**src/rtl/sp_pkg.sv**
```systemverilog
package sp_pkg;
  typedef struct packed {
    logic cplx;
    logic wide;
  } fmt_t;

  // samples held by one 64-bit word in each layout
  function automatic logic [2:0] per_word(fmt_t f);
    case ({f.cplx, f.wide})
      2'b00:   return 3'd4;
      2'b01:   return 3'd2;
      2'b10:   return 3'd2;
      default: return 3'd1;
    endcase
  endfunction
endpackage

```
**src/rtl/sp_extract.sv**
```systemverilog
module sp_extract #(
  parameter int COMP_W = 32,
  parameter int WORD_W = 64,
  parameter int OFF_W  = 7
) (
  input  sp_pkg::fmt_t        fmt,
  input  logic [COMP_W-1:0]   comp_i,
  input  logic [COMP_W-1:0]   comp_q,
  output logic [WORD_W-1:0]   chunk,
  output logic [OFF_W-1:0]    lane_w
);
  localparam int HALF_W = COMP_W / 2;

  logic [HALF_W-1:0] i_hi, q_hi;
  assign i_hi = comp_i[COMP_W-1 -: HALF_W];
  assign q_hi = comp_q[COMP_W-1 -: HALF_W];

  always_comb begin
    chunk  = '0;
    lane_w = '0;
    case ({fmt.cplx, fmt.wide})
      2'b00: begin
        chunk[HALF_W-1:0] = i_hi;
        lane_w = OFF_W'(HALF_W);
      end
      2'b01: begin
        chunk[COMP_W-1:0] = comp_i;
        lane_w = OFF_W'(COMP_W);
      end
      2'b10: begin
        chunk[COMP_W-1:0] = {q_hi, i_hi};
        lane_w = OFF_W'(COMP_W);
      end
      default: begin
        chunk[2*COMP_W-1:0] = {comp_q, comp_i};
        lane_w = OFF_W'(2 * COMP_W);
      end
    endcase
  end
endmodule

```
**src/rtl/sp_accum.sv**
```systemverilog
module sp_accum #(
  parameter int WORD_W = 64,
  parameter int OFF_W  = 7,
  parameter int FILL_W = 3
) (
  input  logic              clk,
  input  logic              rst_n,
  input  logic              push,
  input  logic              flush_go,
  input  logic [WORD_W-1:0] chunk,
  input  logic [OFF_W-1:0]  lane_w,
  input  logic [2:0]        per_word,
  output logic [FILL_W-1:0] fill,
  output logic              emit,
  output logic [WORD_W-1:0] word
);
  logic [WORD_W-1:0] acc, acc_nxt;
  logic [OFF_W-1:0]  offset;
  logic              done;

  assign offset  = OFF_W'(fill) * lane_w;
  assign acc_nxt = acc | (chunk << offset);
  assign done    = push && ((FILL_W'(fill) + FILL_W'(1)) == FILL_W'(per_word));
  assign emit    = done || flush_go;
  assign word    = push ? acc_nxt : acc;

  always_ff @(posedge clk) begin
    if (!rst_n) begin
      acc  <= '0;
      fill <= '0;
    end else if (emit) begin
      acc  <= '0;
      fill <= '0;
    end else if (push) begin
      acc  <= acc_nxt;
      fill <= fill + FILL_W'(1);
    end
  end
endmodule

```
**src/rtl/sp_out_stage.sv**
```systemverilog
module sp_out_stage #(
  parameter int WORD_W = 64
) (
  input  logic              clk,
  input  logic              rst_n,
  input  logic              load,
  input  logic [WORD_W-1:0] din,
  input  logic              m_ready,
  output logic              m_valid,
  output logic [WORD_W-1:0] m_data,
  output logic              busy
);
  assign busy = m_valid && !m_ready;

  always_ff @(posedge clk) begin
    if (!rst_n) begin
      m_valid <= 1'b0;
      m_data  <= '0;
    end else if (load) begin
      m_valid <= 1'b1;
      m_data  <= din;
    end else if (m_ready) begin
      m_valid <= 1'b0;
    end
  end
endmodule

```
**src/rtl/sample_packer.sv**
```systemverilog
module sample_packer #(
  parameter int COMP_W = 32
) (
  input  logic                clk,
  input  logic                rst_n,
  input  logic                cplx_i,
  input  logic                wide_i,
  input  logic                flush_i,
  input  logic                s_valid,
  output logic                s_ready,
  input  logic [COMP_W-1:0]   s_i,
  input  logic [COMP_W-1:0]   s_q,
  output logic                m_valid,
  input  logic                m_ready,
  output logic [2*COMP_W-1:0] m_data
);
  localparam int WORD_W  = 2 * COMP_W;
  localparam int MAX_PER = WORD_W / (COMP_W / 2);
  localparam int FILL_W  = $clog2(MAX_PER + 1);
  localparam int OFF_W   = $clog2(WORD_W) + 1;

  sp_pkg::fmt_t      fmt_q, eff_fmt;
  logic [FILL_W-1:0] fill;
  logic [WORD_W-1:0] chunk, word;
  logic [OFF_W-1:0]  lane_w;
  logic              push, flush_go, emit, busy;

  // layout locked while a partial word is held
  assign eff_fmt  = (fill == '0) ? sp_pkg::fmt_t'({cplx_i, wide_i}) : fmt_q;
  assign s_ready  = !flush_i && !busy;
  assign push     = s_valid && s_ready;
  assign flush_go = flush_i && !busy && (fill != '0);

  always_ff @(posedge clk) begin
    if (!rst_n)          fmt_q <= '0;
    else if (fill == '0) fmt_q <= eff_fmt;
  end

  sp_extract #(.COMP_W(COMP_W), .WORD_W(WORD_W), .OFF_W(OFF_W)) u_ext (
    .fmt(eff_fmt), .comp_i(s_i), .comp_q(s_q), .chunk(chunk), .lane_w(lane_w)
  );

  sp_accum #(.WORD_W(WORD_W), .OFF_W(OFF_W), .FILL_W(FILL_W)) u_acc (
    .clk(clk), .rst_n(rst_n), .push(push), .flush_go(flush_go), .chunk(chunk),
    .lane_w(lane_w), .per_word(sp_pkg::per_word(eff_fmt)), .fill(fill),
    .emit(emit), .word(word)
  );

  sp_out_stage #(.WORD_W(WORD_W)) u_out (
    .clk(clk), .rst_n(rst_n), .load(emit), .din(word), .m_ready(m_ready),
    .m_valid(m_valid), .m_data(m_data), .busy(busy)
  );
endmodule

```
**config.mk**
```make
export PLATFORM = sky130hd
export DESIGN_NAME = sample_packer
export DESIGN_NICKNAME = d
export VERILOG_FILES = /design/src/rtl/sp_pkg.sv /design/src/rtl/sp_extract.sv /design/src/rtl/sp_accum.sv /design/src/rtl/sp_out_stage.sv /design/src/rtl/sample_packer.sv
export SDC_FILE = /design/constraint.sdc
export NUM_CORES = 1
export LEC_CHECK = 0
export BUFFER_PORTS_ARGS = -buffer_cell sky130_fd_sc_hd__clkbuf_2
export CORE_AREA = 3 3 110 112
export CTS_CLUSTER_SIZE = 25
export DETAILED_ROUTE_END_ITERATION = 7
export DIE_AREA = 0 0 113 115
export GPL_TIMING_DRIVEN = 0
export PLACE_DENSITY = 0.78
export SETUP_SLACK_MARGIN = 0.2
export SYNTH_ARGS = -nofsm -noshare
export SYNTH_HDL_FRONTEND = slang
export SYNTH_SLANG_ARGS = --single-unit
```
**constraint.sdc**
```tcl
create_clock -name clk -period 4.05 [get_ports clk]
set_input_delay 0 -clock clk [delete_from_list [all_inputs] [get_ports clk]]
set_output_delay 0 -clock clk [all_outputs]
set_load 0.05 [all_outputs]
```
==> flow_summary.json <==
{
  "synth_cell_types": 48,
  "drt_first_pass_iters": 5,
  "hp-class": "input pin to flip-flop",
  "rsz0062_at_grt": "no",
  "p_total_w": 0.00422,
  "ys_ff_latch": 134,
  "worstSetupPathType": "flip-flop to flip-flop",
  "fmax_mhz": 273,
  "drt-total-wl_mm": 21.4,
  "power.internal_w": 0.00279,
  "finalNonFillerCells": 1025,
  "min_period_ns": 3.66,
  "drive_gt1_frac": 0.299,
  "port_buffers": 136,
  "cts_tree": "built",
  "synth_common_cells": "134 x dfxtp_1, 120 x nor2_1, 85 x a21oi_1",
  "io_pins": 137,
  "outcome": "finished, final reports clean",
  "timing.critical_path.cells": "inv_1 > ha_1 > nand2b_1 > a21oi_2 > buf_6 > inv_4 > buf_6 > buf_2 > ha_1 > ha_1 > xnor2_1 > xnor3_2 > and3_1 > clkbuf_1 > buf_6 > a211oi_4 > a21oi_1",
  "n_antenna_cell": 0,
  "grt_overflow": 0,
  "max_slew_margin": 0.195,
  "root_buffer": "clkbuf_16",
  "max-clock-path-buffers": 2,
  "die_area_um2": 13000,
  "dieHeight_um": 115,
  "critical_path_arrival_ns": 3.97,
  "power_frac_seq": 0.354,
  "insertion_delay_ns": 0.43,
  "swShare": 0.338,
  "yosysTopAreaCell": "dfxtp_1",
  "cp.required_ns": 4.36,
  "avgSynthCellArea_um2": 8.43,
  "synthTopCellsByArea": "dfxtp_1 45%, nor2_1 7.5%, a21oi_1 7.1%, o21ai_0 4.7%, nand2_1 3.1%",
  "wl_per_cell_um": 20.9,
  "start_util": 0.527,
  "hold_viol": 0,
  "antenna_found_initial": 0,
  "cp-start-kind": "flip-flop",
  "leakage_nw": 3.23,
  "yosys_most_used_dff": "dfxtp_1",
  "synth-edff-count": 0,
  "worst_path_max_delay_cell": "dfxtp_2",
  "row_count": 39,
  "critPathTopFamily": "buffers and inverters",
  "grt_pass1_vias": 5946,
  "gp_congestion": 0.992,
  "coreArea_um2": 11300,
  "syn_inst": 708,
  "slowest_delay_ns": 0.40,
  "h-tree-depth": 4,
  "synth_area_um2": 5970,
  "grt_util_all_layers": 0.328,
  "clkPwrFrac": 0.384,
  "vias": 6205,
  "cts_buffers": 17,
  "fillers": 962,
  "setup_viol": 0,
  "syn2layout_area_growth_pct": 28.6,
  "ys_warn_count": 0,
  "post-place-cells": 987,
  "reg2reg_slack_ns": 0.39,
  "place.detailed.hpwl_mm": 16.2,
  "end_kind": "flip-flop",
  "first_iter_violations": 563,
  "slew_viol_final": 0,
  "power.density_nw_per_um2": 550,
  "avgViaCountPerCell": 6.05,
  "die_width_um": 113,
  "tns_ns": 0,
  "tightest_slew_ns": 1.20,
  "grt_pass1_wl_mm": 32.4,
  "grt_start_max_net_pins": 17,
  "ant_nets": 0,
  "crit_path_max_fanout": 11,
  "pwr-share-comb": 0.262,
  "period_share": 0.904,
  "final_nets": 949,
  "clk_pin_slew_worst_paths_ns": 0.06,
  "clkSinkCount": 134,
  "clock_skew_ns": 0.00525,
  "peakVddDrop_mv": 0.424,
  "synthArstFlopShare": 0,
  "power.switching_w": 0.00143,
  "syn-num-nets": 787,
  "yosysMostFrequentCell": "dfxtp_1",
  "drc": 0,
  "timing.critical_path.buf_inv": 7,
  "ys_seq_area_frac": 0.449,
  "cap_viol_max_count": 0,
  "yosys.area.top_type_share": 0.449
}
what timing repair did:
item / in CTS / in global routing
setup endpoints to repair: 126 / 112
buffers inserted: 0 / 4
hold buffers: 3 / 0
resized for setup: 15 / 43
endpoints found under the hold margin: 3 / 0
pin swaps: 0 / 2
layer usage:
layer	vias up	GRT usage	part of all wire
met2	333	0.521	0.47
met1	2944	0.408	0.40
met5	-	0	0
li1	2851	-	-
met4	0	0.191	0.049
met3	77	0.0789	0.081
cell usage in the layout, fill, tap and decap left out, drive strengths merged, types with 2 or more instances in the layout:
cell / netlist / final
nand2b: 2 / 2
a32oi: 8 / 8
clkinv: 0 / 5
and3: 2 / 2
a221oi: 2 / 2
a311oi: 8 / 8
clkbuf: 30 / 184
dlygate4sd3: 0 / 3
and2: 12 / 12
mux2: 8 / 8
nor3: 22 / 22
o21ai: 57 / 57
nand4: 7 / 7
nand2: 49 / 49
nand3: 17 / 17
a21oi: 86 / 86
o221a: 5 / 5
o221ai: 7 / 7
inv: 7 / 7
ha: 8 / 8
o211ai: 9 / 9
or3: 4 / 4
buf: 28 / 33
nor2b: 3 / 3
clkinvlp: 0 / 3
dfxtp: 134 / 134
bufinv: 0 / 4
a211oi: 24 / 24
mux2i: 25 / 25
xnor2: 5 / 5
a31oi: 6 / 6
nor2: 120 / 120
xor2: 2 / 2
through the flow:
| step | setup WS (ns) | cell area (um2) | utilization | hold WS [ns] |
|---|---|---|---|---|
| final | 0.389 | 7680 | 0.678 | 0.0285 |
| after CTS | 0.214 | 7530 | 0.665 | 0.000743 |
| after global routing | 0.219 | 7680 | 0.678 | 0.0393 |
| after global placement | -0.334 | 6830 | 0.603 | 0.307 |
| after floorplan | 0.605 | 5970 | - | 0.176 |
| after detailed placement | -0.410 | 6830 | 0.603 | 0.335 |
final cells by class:
cell class | instances | area, um2 | area share
multi-input cells | 509 | 3110 | 0.405
flip-flops and latches | 134 | 2680 | 0.350
repair buffers | 143 | 741 | 0.0965
clock buffers | 19 | 443 | 0.0577
plain buffers | 58 | 313 | 0.0407
clock inverters | 12 | 179 | 0.0233
well taps | 143 | 179 | 0.0233
inverters | 7 | 28.8 | 0.00375
state kept, by name, summed over array words and instances (netlist names):
register       cells
u_acc.acc         64
fmt_q              2
u_out.m_data      64
u_acc.fill         3
u_out.m_valid      1
logic make-up after synthesis:
| family | share of synthesized area |
|---|---|
| buffers and inverters | 0.0516 |
| flip-flops | 0.449 |
| AND/OR/NAND/NOR | 0.176 |
| XOR/XNOR | 0.0140 |
| AO/OA/AOI/OAI | 0.231 |
| adder cells (fa/ha/maj) | 0.0168 |
| multiplexers | 0.0614 |
path summary, 6_finish.rpt:
check                          end  cells past startpoint          start
setup / recovery  u_out.m_data[44]                     17  u_acc.fill[0]
hold / removal       u_acc.acc[35]                      5         s_q[3]
setup reg to reg  u_out.m_data[44]                     17  u_acc.fill[0]
hold reg to reg      u_acc.acc[28]                      2  u_acc.acc[28]
worst reg2reg max path, stage by stage (launching register included):
cell and delay, ns:
dfxtp_2 0.40, inv_1 0.08, ha_1 0.22, nand2b_1 0.21, a21oi_2 0.09, buf_6 0.14, inv_4 0.09, buf_6 0.19
buf_2 0.29, ha_1 0.21, ha_1 0.15, xnor2_1 0.12, xnor3_2 0.35, and3_1 0.21, clkbuf_1 0.19, buf_6 0.22
a211oi_4 0.28, a21oi_1 0.11
power groups by stage:
stage | Sequential (W) | Combinational [W] | Clock [W]
after CTS | 0.00149 | 0.00107 | 0.00163
after floorplan | 0.00178 | 0.000465 | 0
after global placement | 0.00151 | 0.00104 | 0
after global routing | 0.00151 | 0.00118 | 0.00169
final | 0.00150 | 0.00111 | 0.00162
after detailed placement | 0.00152 | 0.00105 | 0
No activity file was read; power rests on OpenSTA's default activity.
